===== config.mk =====
export PLATFORM = sky130hd
export DESIGN_NAME = quad_deint_loader
export DESIGN_NICKNAME = d
export VERILOG_FILES = /design/src/rtl/ldx4_pkg.sv /design/src/rtl/ldx4_addr_gen.sv /design/src/rtl/ldx4_slot_buf.sv /design/src/rtl/ldx4_vrf.sv /design/src/rtl/quad_deint_loader.sv
export SDC_FILE = /design/constraint.sdc
export NUM_CORES = 2
export LEC_CHECK = 0
export BUFFER_PORTS_ARGS = -buffer_cell sky130_fd_sc_hd__buf_2
export CAP_MARGIN = 20
export CORE_AREA = 2 2 620 622
export CTS_BUF_LIST = sky130_fd_sc_hd__clkbuf_4 sky130_fd_sc_hd__clkbuf_8
export DETAILED_ROUTE_END_ITERATION = 6
export DIE_AREA = 0 0 622 624
export PLACE_DENSITY = 0.64
export SETUP_SLACK_MARGIN = 0.2
export SYNTH_ARGS = -nofsm -noshare
export SYNTH_HDL_FRONTEND = slang
export SYNTH_HIERARCHICAL = 1
export SYNTH_SLANG_ARGS = --single-unit

===== constraint.sdc =====
create_clock -name clk -period 9.7 [get_ports clk]
set_clock_uncertainty 0.2 [all_clocks]
set_input_delay 0.485 -clock clk [delete_from_list [all_inputs] [get_ports clk]]
set_output_delay 0.485 -clock clk [all_outputs]
set_load 0.03 [all_outputs]

===== src/rtl/ldx4_pkg.sv =====
package ldx4_pkg;
  localparam int NSLOT = 4;

  typedef enum logic [2:0] {
    ST_IDLE,
    ST_SCAN,
    ST_ADDR,
    ST_REQ,
    ST_WAIT,
    ST_COMMIT
  } ld_state_e;
endpackage


===== src/rtl/ldx4_addr_gen.sv =====
module ldx4_addr_gen #(
  parameter int AW    = 64,
  parameter int EW    = 4,
  parameter int SW    = 2,
  parameter int NSLOT = 4
) (
  input  logic [AW-1:0] base,
  input  logic [AW-1:0] index,
  input  logic [EW-1:0] elem,
  input  logic [SW-1:0] slot,
  output logic [AW-1:0] addr
);
  // Record stride equals the slot count; all sums wrap at AW bits.
  always_comb begin
    addr = base + index + (AW'(elem) * AW'(NSLOT)) + AW'(slot);
  end
endmodule


===== src/rtl/ldx4_slot_buf.sv =====
module ldx4_slot_buf #(
  parameter int VBYTES = 16,
  parameter int NSLOT  = 4,
  localparam int EW = $clog2(VBYTES),
  localparam int SW = $clog2(NSLOT),
  localparam int VW = VBYTES * 8
) (
  input  logic                       clk,
  input  logic                       rst,
  input  logic                       clr,
  input  logic                       we,
  input  logic [SW-1:0]              slot,
  input  logic [EW-1:0]              elem,
  input  logic [7:0]                 din,
  output logic [NSLOT-1:0][VW-1:0]   dout
);
  // Clearing at command start makes inactive lanes zero with no write.
  for (genvar s = 0; s < NSLOT; s++) begin : g_slot
    always_ff @(posedge clk) begin
      if (rst || clr) begin
        dout[s] <= '0;
      end else if (we && (slot == SW'(s))) begin
        dout[s][{elem, 3'b000} +: 8] <= din;
      end
    end
  end
endmodule


===== src/rtl/ldx4_vrf.sv =====
module ldx4_vrf #(
  parameter int NREGS = 32,
  parameter int VW    = 128,
  localparam int RW = $clog2(NREGS)
) (
  input  logic          clk,
  input  logic          we,
  input  logic [RW-1:0] wa,
  input  logic [VW-1:0] wd,
  input  logic [RW-1:0] ra,
  output logic [VW-1:0] rd
);
  logic [VW-1:0] mem [NREGS];

  always_ff @(posedge clk) begin
    if (we) mem[wa] <= wd;
    rd <= mem[ra];
  end
endmodule


===== src/rtl/quad_deint_loader.sv =====
module quad_deint_loader #(
  parameter int VBYTES = 16,
  parameter int AW     = 64,
  parameter int NREGS  = 32,
  localparam int NSLOT = ldx4_pkg::NSLOT,
  localparam int EW    = $clog2(VBYTES),
  localparam int SW    = $clog2(NSLOT),
  localparam int RW    = $clog2(NREGS),
  localparam int VW    = VBYTES * 8
) (
  input  logic              clk,
  input  logic              rst,
  input  logic              cmd_valid,
  output logic              cmd_ready,
  input  logic [AW-1:0]     cmd_base,
  input  logic [AW-1:0]     cmd_index,
  input  logic [RW-1:0]     cmd_index_sel,
  input  logic [VBYTES-1:0] cmd_pred,
  input  logic [RW-1:0]     cmd_dst,
  output logic              mem_req_valid,
  input  logic              mem_req_ready,
  output logic [AW-1:0]     mem_req_addr,
  input  logic              mem_rsp_valid,
  output logic              mem_rsp_ready,
  input  logic [7:0]        mem_rsp_data,
  input  logic [RW-1:0]     rd_sel,
  output logic [VW-1:0]     rd_data,
  output logic              done,
  output logic              err
);
  import ldx4_pkg::*;

  localparam logic [RW-1:0] BAD_SEL   = '1;
  localparam logic [EW-1:0] ELEM_LAST = EW'(VBYTES - 1);
  localparam logic [SW-1:0] SLOT_LAST = SW'(NSLOT - 1);

  ld_state_e            state_q;
  logic [AW-1:0]        base_q, index_q, req_addr_q, gen_addr;
  logic [VBYTES-1:0]    pred_q;
  logic [RW-1:0]        dst_q;
  logic [EW-1:0]        e_q;
  logic [SW-1:0]        r_q, c_q;
  logic                 done_q, err_q;
  logic                 buf_clr, buf_we, vrf_we;
  logic [RW-1:0]        vrf_wa;
  logic [NSLOT-1:0][VW-1:0] slot_bufs;

  assign cmd_ready     = (state_q == ST_IDLE);
  assign mem_req_valid = (state_q == ST_REQ);
  assign mem_rsp_ready = (state_q == ST_WAIT);
  assign mem_req_addr  = req_addr_q;
  assign done          = done_q;
  assign err           = err_q;

  assign buf_clr = (state_q == ST_IDLE) && cmd_valid && (cmd_index_sel != BAD_SEL);
  assign buf_we  = (state_q == ST_WAIT) && mem_rsp_valid;
  assign vrf_we  = (state_q == ST_COMMIT);
  assign vrf_wa  = dst_q + RW'(c_q);

  ldx4_addr_gen #(.AW(AW), .EW(EW), .SW(SW), .NSLOT(NSLOT)) u_agen (
    .base  (base_q),
    .index (index_q),
    .elem  (e_q),
    .slot  (r_q),
    .addr  (gen_addr)
  );

  ldx4_slot_buf #(.VBYTES(VBYTES), .NSLOT(NSLOT)) u_buf (
    .clk  (clk),
    .rst  (rst),
    .clr  (buf_clr),
    .we   (buf_we),
    .slot (r_q),
    .elem (e_q),
    .din  (mem_rsp_data),
    .dout (slot_bufs)
  );

  ldx4_vrf #(.NREGS(NREGS), .VW(VW)) u_vrf (
    .clk (clk),
    .we  (vrf_we),
    .wa  (vrf_wa),
    .wd  (slot_bufs[c_q]),
    .ra  (rd_sel),
    .rd  (rd_data)
  );

  always_ff @(posedge clk) begin
    if (rst) begin
      state_q    <= ST_IDLE;
      base_q     <= '0;
      index_q    <= '0;
      pred_q     <= '0;
      dst_q      <= '0;
      e_q        <= '0;
      r_q        <= '0;
      c_q        <= '0;
      req_addr_q <= '0;
      done_q     <= 1'b0;
      err_q      <= 1'b0;
    end else begin
      done_q <= 1'b0;
      err_q  <= 1'b0;
      case (state_q)
        ST_IDLE: begin
          if (cmd_valid) begin
            if (cmd_index_sel == BAD_SEL) begin
              err_q <= 1'b1;
            end else begin
              base_q  <= cmd_base;
              index_q <= cmd_index;
              pred_q  <= cmd_pred;
              dst_q   <= cmd_dst;
              e_q     <= '0;
              r_q     <= '0;
              c_q     <= '0;
              state_q <= ST_SCAN;
            end
          end
        end
        ST_SCAN: begin
          if (pred_q[e_q]) begin
            state_q <= ST_ADDR;
          end else if (e_q == ELEM_LAST) begin
            state_q <= ST_COMMIT;
          end else begin
            e_q <= e_q + 1'b1;
          end
        end
        ST_ADDR: begin
          req_addr_q <= gen_addr;
          state_q    <= ST_REQ;
        end
        ST_REQ: begin
          if (mem_req_ready) state_q <= ST_WAIT;
        end
        ST_WAIT: begin
          if (mem_rsp_valid) begin
            if (r_q == SLOT_LAST) begin
              r_q <= '0;
              if (e_q == ELEM_LAST) begin
                state_q <= ST_COMMIT;
              end else begin
                e_q     <= e_q + 1'b1;
                state_q <= ST_SCAN;
              end
            end else begin
              r_q     <= r_q + 1'b1;
              state_q <= ST_ADDR;
            end
          end
        end
        ST_COMMIT: begin
          c_q <= c_q + 1'b1;
          if (c_q == SLOT_LAST) begin
            state_q <= ST_IDLE;
            done_q  <= 1'b1;
          end
        end
        default: state_q <= ST_IDLE;
      endcase
    end
  end

  // Request held steady until the memory side takes it.
  p_req_hold_r8: assert property (@(posedge clk) disable iff (rst)
    mem_req_valid && !mem_req_ready |=> mem_req_valid && $stable(mem_req_addr));

  // An accepted request is followed by waiting for its byte.
  p_rsp_follow_r8: assert property (@(posedge clk) disable iff (rst)
    mem_req_valid && mem_req_ready |=> mem_rsp_ready && !mem_req_valid);

  // Never more than one of: idle, requesting, waiting, committing.
  p_single_act_r8: assert property (@(posedge clk) disable iff (rst)
    $onehot0({mem_req_valid, mem_rsp_ready, vrf_we, cmd_ready}));

  // Consecutive commit writes step the register number with wrap.
  p_commit_wrap_r5: assert property (@(posedge clk) disable iff (rst)
    vrf_we && $past(vrf_we) |-> vrf_wa == RW'($past(vrf_wa) + 1'b1));

  // Done only right after a register file write.
  p_done_after_write_r9: assert property (@(posedge clk) disable iff (rst)
    done |-> $past(vrf_we) && !vrf_we);

  // A refused command causes no traffic, no write and no done.
  p_reject_quiet_r6: assert property (@(posedge clk) disable iff (rst)
    err |-> !mem_req_valid && !vrf_we && !done);
endmodule


Yosys cells after proc, flatten, opt, wreduce, memory -nomap -nowiden:

Memories as Yosys holds them, arrays and structs flattened. A register that Yosys moved wholly into a read port is not among the register bits.
Cells that the tools add are included.

* $add $sub $neg: 8
* $lt $le $gt $ge: 2
* equality and inequality tests: 20
* shifts and indexed selects: 2
* mux-type cells: 35
* bitwise gates (word level): 4
* reduce and logical (&&, ||, !) cells: 20

Operators by type and width (number)
* bitwise mux 128 bit: 4
* binary-select mux 128 bit (select 2 bit): 1
* two-way mux 128 bit: 1
* variable shift 8 x 9 -> 128 bit (first input constant): 1
* indexed part select 8 x 9 -> 128 bit: 1
* adder 64 x 2 -> 64 bit: 1
* adder 64 x 6 -> 64 bit: 1
* adder 64 bit: 1
* two-way mux 3 bit: 9
* two-way mux 4 bit: 6
* one-hot mux 3 bit (6 select lines): 1
* one-hot mux 4 bit (3 select lines): 1
* AND reduction 6 bit: 2
* inequality test 2 bit (second input constant): 5
* negation 7 -> 9 bit: 1
* two-way mux 2 bit: 4
* one-hot mux 2 bit (2 select lines): 2
* logical AND 1 bit: 7
* equality test 2 bit (second input constant): 3
* equality test 3 x 2 -> 1 bit (second input constant): 2
* equality test 3 bit (second input constant): 2
* AND reduction 3 bit: 2
* adder 5 x 2 -> 5 bit: 1
* equality test 5 bit (second input constant): 1
* other kinds (21): 31

* register bits after elaboration: 738
* RAM bits: 4096
* input bits: 172
* output and inout port bits: 197
* word-level logic and storage cells: 107
* memories kept: 1

Memories
* u_vrf.mem: depth 32, bits a word 128, rd ports 1, clocked after memory_dff 1, wr ports 1, RTL line ldx4_vrf.sv:13 `logic [VW-1:0] mem [NREGS];`

Longest topological paths before layout:

* depth after elaboration: 5
* gate-level depth with buffers: 17
* gate-level depth less buffers: 17

Modules after synthesis:

The synthesis kept the hierarchy.

Modules (own cells, without submodules)
* ldx4_vrf: instances 1, cells an instance 6440, area each 155203.9 um2, seq. area each 125560.4 um2
* ldx4_slot_buf: instances 1, cells an instance 1979, area each 18938.2 um2, seq. area each 10249.8 um2
* quad_deint_loader: instances 1, cells an instance 1219, area each 11267.1 um2, seq. area each 4524.3 um2
* ldx4_addr_gen: instances 1, cells an instance 596, area each 4551.9 um2, seq. area each 0.0 um2

Worst setup path before layout:

No wires, ideal clock.

* path type: flip-flop to flip-flop
* start: register c_q[1]
* end: memory u_vrf.mem[4][0], enable pin
* library setup time: 617 ps
* data arrival time: 7707 ps
* required time: 8883 ps
* setup slack: 1176 ps
* stages on the path, launching flop included: 8
* path buffers: 2
* period minus slack after synthesis: 8524 ps
* path through: dfxtp_1 > clkbuf_1 > clkbuf_1 > inv_1 > fa_1 > xnor2_1 > or3b_2 > nor2_1

* word-level cells in the longest chain between the ends: 1

RTL lines
* start, declared: RTL line quad_deint_loader.sv:42 `logic [SW-1:0] r_q, c_q;`
* start signal, assigned: RTL line quad_deint_loader.sv:154 `c_q <= c_q + 1'b1;`
* adder 5 x 2 -> 5 bit: RTL line quad_deint_loader.sv:58 `assign vrf_wa = dst_q + RW'(c_q);`
* named net vrf_wa[2]: RTL line quad_deint_loader.sv:45 `logic [RW-1:0] vrf_wa;`
* end, declared: RTL line ldx4_vrf.sv:13

The timed path passes the listed nets, and every way through them passes these cells.

Worst setup path after layout:

* start: input cmd_index_sel[2]
* end: register u_buf/dout[184] (netlist bit)

* word-level cells in the longest chain between the ends: 3

RTL lines
* start, declared: RTL line quad_deint_loader.sv:17 `input logic [RW-1:0] cmd_index_sel,`
* inequality test 5 bit: RTL line quad_deint_loader.sv:55 `assign buf_clr = (state_q == ST_IDLE) && cmd_valid && (cmd_index_sel != BAD_SEL);`
* logical AND 1 bit: RTL line quad_deint_loader.sv:55
* logical OR 1 bit: RTL line ldx4_slot_buf.sv:20 `if (rst || clr) begin`
* end signal, assigned by index: RTL line ldx4_slot_buf.sv:23 `dout[s][{elem, 3'b000} +: 8] <= din;`
* end, declared: RTL line ldx4_slot_buf.sv:15 `output logic [NSLOT-1:0][VW-1:0] dout`

No other way between the ends.
A chain may end at the register's enable or synchronous reset.

==> impl_metrics.tcl <==
set metrics [dict create \
    postSynthCellCount 10200 \
    ys_warn_count 6 \
    post_cts.repair.setup_buffers 0 \
    netlist.area_leader.share_pct 64.7 \
    top_layer "met5" \
    maximum_number_of_pins_on_one_net_before_global_route_repair 220 \
    synth_enable_flop_cells 4096 \
    dp_hpwl_um 302000 \
    post_cts_hold_buffer_count 463 \
    drv_cap 0 \
    max-vdd-ir-drop_mv 0.150 \
    met3_length_um 39200 \
    criticalPathCategory "in2reg" \
    worstPathRequired_ps 10640 \
    cp-end-kind "flop" \
    drt_first_pass_iters 6 \
    pre_cts_slack_ps 4990 \
    report.final.setup_viol 0 \
    die_w_um 622 \
    number_of_register_bits_inferred_by_synthesis 4962 \
    power.density_cell_area_nw_per_um2 204 \
    fin_nets 11700 \
    grt_use_total_pct 26.2 \
    detail-route-antenna-nets 0 \
    most_frequently_used_cell_type_in_the_post_synthesis_netlist "sky130_fd_sc_hd__edfxtp_1" \
    grt_pass1_wl_um 744000 \
    fp-row-count 227 \
    gp_congestion 0.886 \
    floorplan.initialDensity_pct 49.8 \
    netlist-cell-type-count 93 \
    postSynth.topFlopCell "sky130_fd_sc_hd__edfxtp_1" \
    max_slew_violation_count 0 \
    clk_root_buffer_cell "sky130_fd_sc_hd__clkbuf_8" \
    postSynthNetCount 10500 \
    grt.overflow.total 0 \
    routed_via_density 6.15 \
    tns_ps 0 \
    synth-async-reset-ratio_pct 0 \
    run_status "finished clean" \
    tritoncts_clock_tree "done" \
    drive_gt1_share_pct 25.6 \
    worst_ep_arrival_time_ps 5730 \
    number_of_buffers_added_by_the_clock_tree_synthesis_step 776 \
    timing.slew.headroom_pct 21.7 \
    drt_wl_total_um 514000 \
    clock.fmax_ghz 0.209 \
    min_path_type "in2reg" \
    die_height_um 624 \
    post_cts_resize_count 0 \
    areaGrowthSynthToFinish_pct 14.9 \
    synth.avg_cell_area_um2 18.6 \
    timing.critical_path.fanout_max 219 \
    post_synth_design_cell_area_um2 190000 \
    crit_path_start_kind "primary input" \
    cts_htree_levels 6 \
    fp.coreArea_um2 381000 \
    clock_latency_ps 1300 \
    timing.final.crit_share_pct 49.4 \
    final.setup.worst_slack_ps 4910 \
    cts_max_path_buffers 4 \
    count_of_clock_tree_sinks 4962 \
    finalWorstPathRequiredPeriod_ps 4790 \
    yosys-top-cells-count "4096 x sky130_fd_sc_hd__edfxtp_1, 1085 x sky130_fd_sc_hd__mux4_2, 866 x sky130_fd_sc_hd__dfxtp_1" \
    drt-wirelength-per-cell_um 30.0 \
    count_of_fill_cells_added_during_filler_insertion 28200 \
    placement.io_buffers 368 \
    vias_in_the_first_global_route 108000 \
    wl_met1_um 203000 \
    routed_vias 105000 \
    dieArea_um2 388000 \
    max_slew.worst_pin.slew_ps 1160 \
    unrepaired_setup_endpoints_after_global_routing "false" \
    seq_total_area_yosys_pct 73.9 \
    synth_top_area_cells "sky130_fd_sc_hd__edfxtp_1 65%, sky130_fd_sc_hd__mux4_2 13%, sky130_fd_sc_hd__dfxtp_1 9.1%, sky130_fd_sc_hd__mux2i_1 2.4%, sky130_fd_sc_hd__nand2_1 1.6%" \
    leakage_power_nw 65.5 \
    routed-wl-met2_um 255000 \
    grt_antenna_before_repair 35 \
    hold_ws_ps 111 \
    synth_top_cell_by_area "sky130_fd_sc_hd__edfxtp_1" \
    clk_transition_reported_paths_ps 60 \
    finalHoldViolations 0 \
    drc 0 \
    detail_route.iter0.violations 11900 \
    pin_count 369 \
]
==> cell usage in the layout (no fill, tap or decap), types with 12 or more instances in the layout <==
cell type                          n
sky130_fd_sc_hd__a21o_1           51
sky130_fd_sc_hd__bufinv_16        13
sky130_fd_sc_hd__a31oi_1          12
sky130_fd_sc_hd__nor4_1          101
sky130_fd_sc_hd__nor2_4           35
sky130_fd_sc_hd__a21oi_1         353
sky130_fd_sc_hd__xnor2_1          37
sky130_fd_sc_hd__buf_12           46
sky130_fd_sc_hd__nand4_1          34
sky130_fd_sc_hd__inv_1            33
sky130_fd_sc_hd__clkbuf_4        277
sky130_fd_sc_hd__edfxtp_1       4096
sky130_fd_sc_hd__mux4_2         1085
sky130_fd_sc_hd__and3_1           16
sky130_fd_sc_hd__nor3_1           17
sky130_fd_sc_hd__dlygate4sd3_1   462
sky130_fd_sc_hd__o211ai_1         45
sky130_fd_sc_hd__mux2i_1         449
sky130_fd_sc_hd__nand3b_1         12
sky130_fd_sc_hd__a22oi_1         102
sky130_fd_sc_hd__o21bai_1         14
sky130_fd_sc_hd__clkinv_2         90
sky130_fd_sc_hd__clkinv_1        130
sky130_fd_sc_hd__o22ai_1         446
sky130_fd_sc_hd__nor2b_1          12
sky130_fd_sc_hd__nand3_1         251
sky130_fd_sc_hd__xor2_1           27
sky130_fd_sc_hd__buf_2           369
sky130_fd_sc_hd__inv_8            14
sky130_fd_sc_hd__buf_4           161
sky130_fd_sc_hd__nand2b_1         12
sky130_fd_sc_hd__clkbuf_8        851
sky130_fd_sc_hd__nor4_2           13
sky130_fd_sc_hd__diode_2          22
sky130_fd_sc_hd__nand2_1         800
sky130_fd_sc_hd__dfxtp_1         862
sky130_fd_sc_hd__nor2_1          134
sky130_fd_sc_hd__ha_1            127
sky130_fd_sc_hd__o21ai_0         236
==> final timing paths <==
| kind | startpoint | cells past startpoint | endpoint | slack, ps |
|---|---|---|---|---|
| worst max register to register | c_q[1] | 7 | u_vrf/mem[30][59] | 4940 |
| worst min register to register | u_buf/dout[374] | 2 | u_buf/dout[374] | 260 |
| worst min-delay path | mem_rsp_valid | 5 | state_q[0] | 110 |
| worst max-delay path | cmd_index_sel[2] | 12 | u_buf/dout[184] | 4910 |
==> logic make-up after synthesis <==
kind of cell / count (synthesis) / synth area share (%)
flops: 4962 / 73.9
compound gates: 1334 / 4.29
fa+ha+maj: 135 / 0.921
buf+inv: 672 / 1.68
mux: 1535 / 15.2
simple gates: 1532 / 3.70
xor+xnor: 64 / 0.295
==> where the power goes <==
part / total [mW] / switching, mW / internal [mW]
combinational: 3.48 / 2.31 / 1.17
clock: 17.8 / 8.24 / 9.54
sequential: 23.3 / 0.204 / 23.1
total: 44.6 / 10.8 / 33.8
==> layout make-up <==
class                      instances  area, um2  area share, %
sequential                      4962     140000           64.3
multi-input combinational       4600      46900           21.5
clock buffer                    1127      13800           6.32
timing repair buffer            1049       8770           4.02
tap                             5038       6300           2.89
clock inverter                   286       2000          0.917
inverter                          34        130         0.0596
antenna                           22       55.1         0.0252
==> state kept, by name (all words and copies together), names as in the netlist <==
name          count
base_q           64
u_vrf/rd        128
pred_q           16
done              1
u_vrf/mem      4096
err               1
c_q               2
u_buf/dout      512
dst_q             5
r_q               2
e_q               4
state_q           3
index_q          64
mem_req_addr     64
==> per-stage QoR <==
step	power, mW	util, %	instance area [um2]	instances
after floorplan	25.9	-	190000	10200
final	44.6	57.3	218000	17100
after global placement	26.8	51.8	197000	15200
after CTS	44.8	57.2	218000	17100
after global routing	46.0	57.3	218000	17100
after detailed placement	26.9	51.9	198000	15200
==> worst max-delay path, cell delays in order <==
cell and delay (ps):
sky130_fd_sc_hd__dlygate4sd3_1 530, sky130_fd_sc_hd__buf_2 130, sky130_fd_sc_hd__nand4_1 160, sky130_fd_sc_hd__dlygate4sd3_1 620, sky130_fd_sc_hd__o21ai_0 460, sky130_fd_sc_hd__or2_4 640
sky130_fd_sc_hd__inv_4 390, sky130_fd_sc_hd__nor2_4 220, sky130_fd_sc_hd__buf_12 610, sky130_fd_sc_hd__buf_12 580, sky130_fd_sc_hd__nand2_1 290, sky130_fd_sc_hd__mux2i_1 250
==> routing by layer <==
metal / global-route usage (%) / vias to the layer above
met5: 0 / -
met4: 8.62 / 10
met3: 4.17 / 868
met2: 43.7 / 4934
met1: 35.4 / 55500
li1: - / 43900
(Power assumes the default switching activity.)
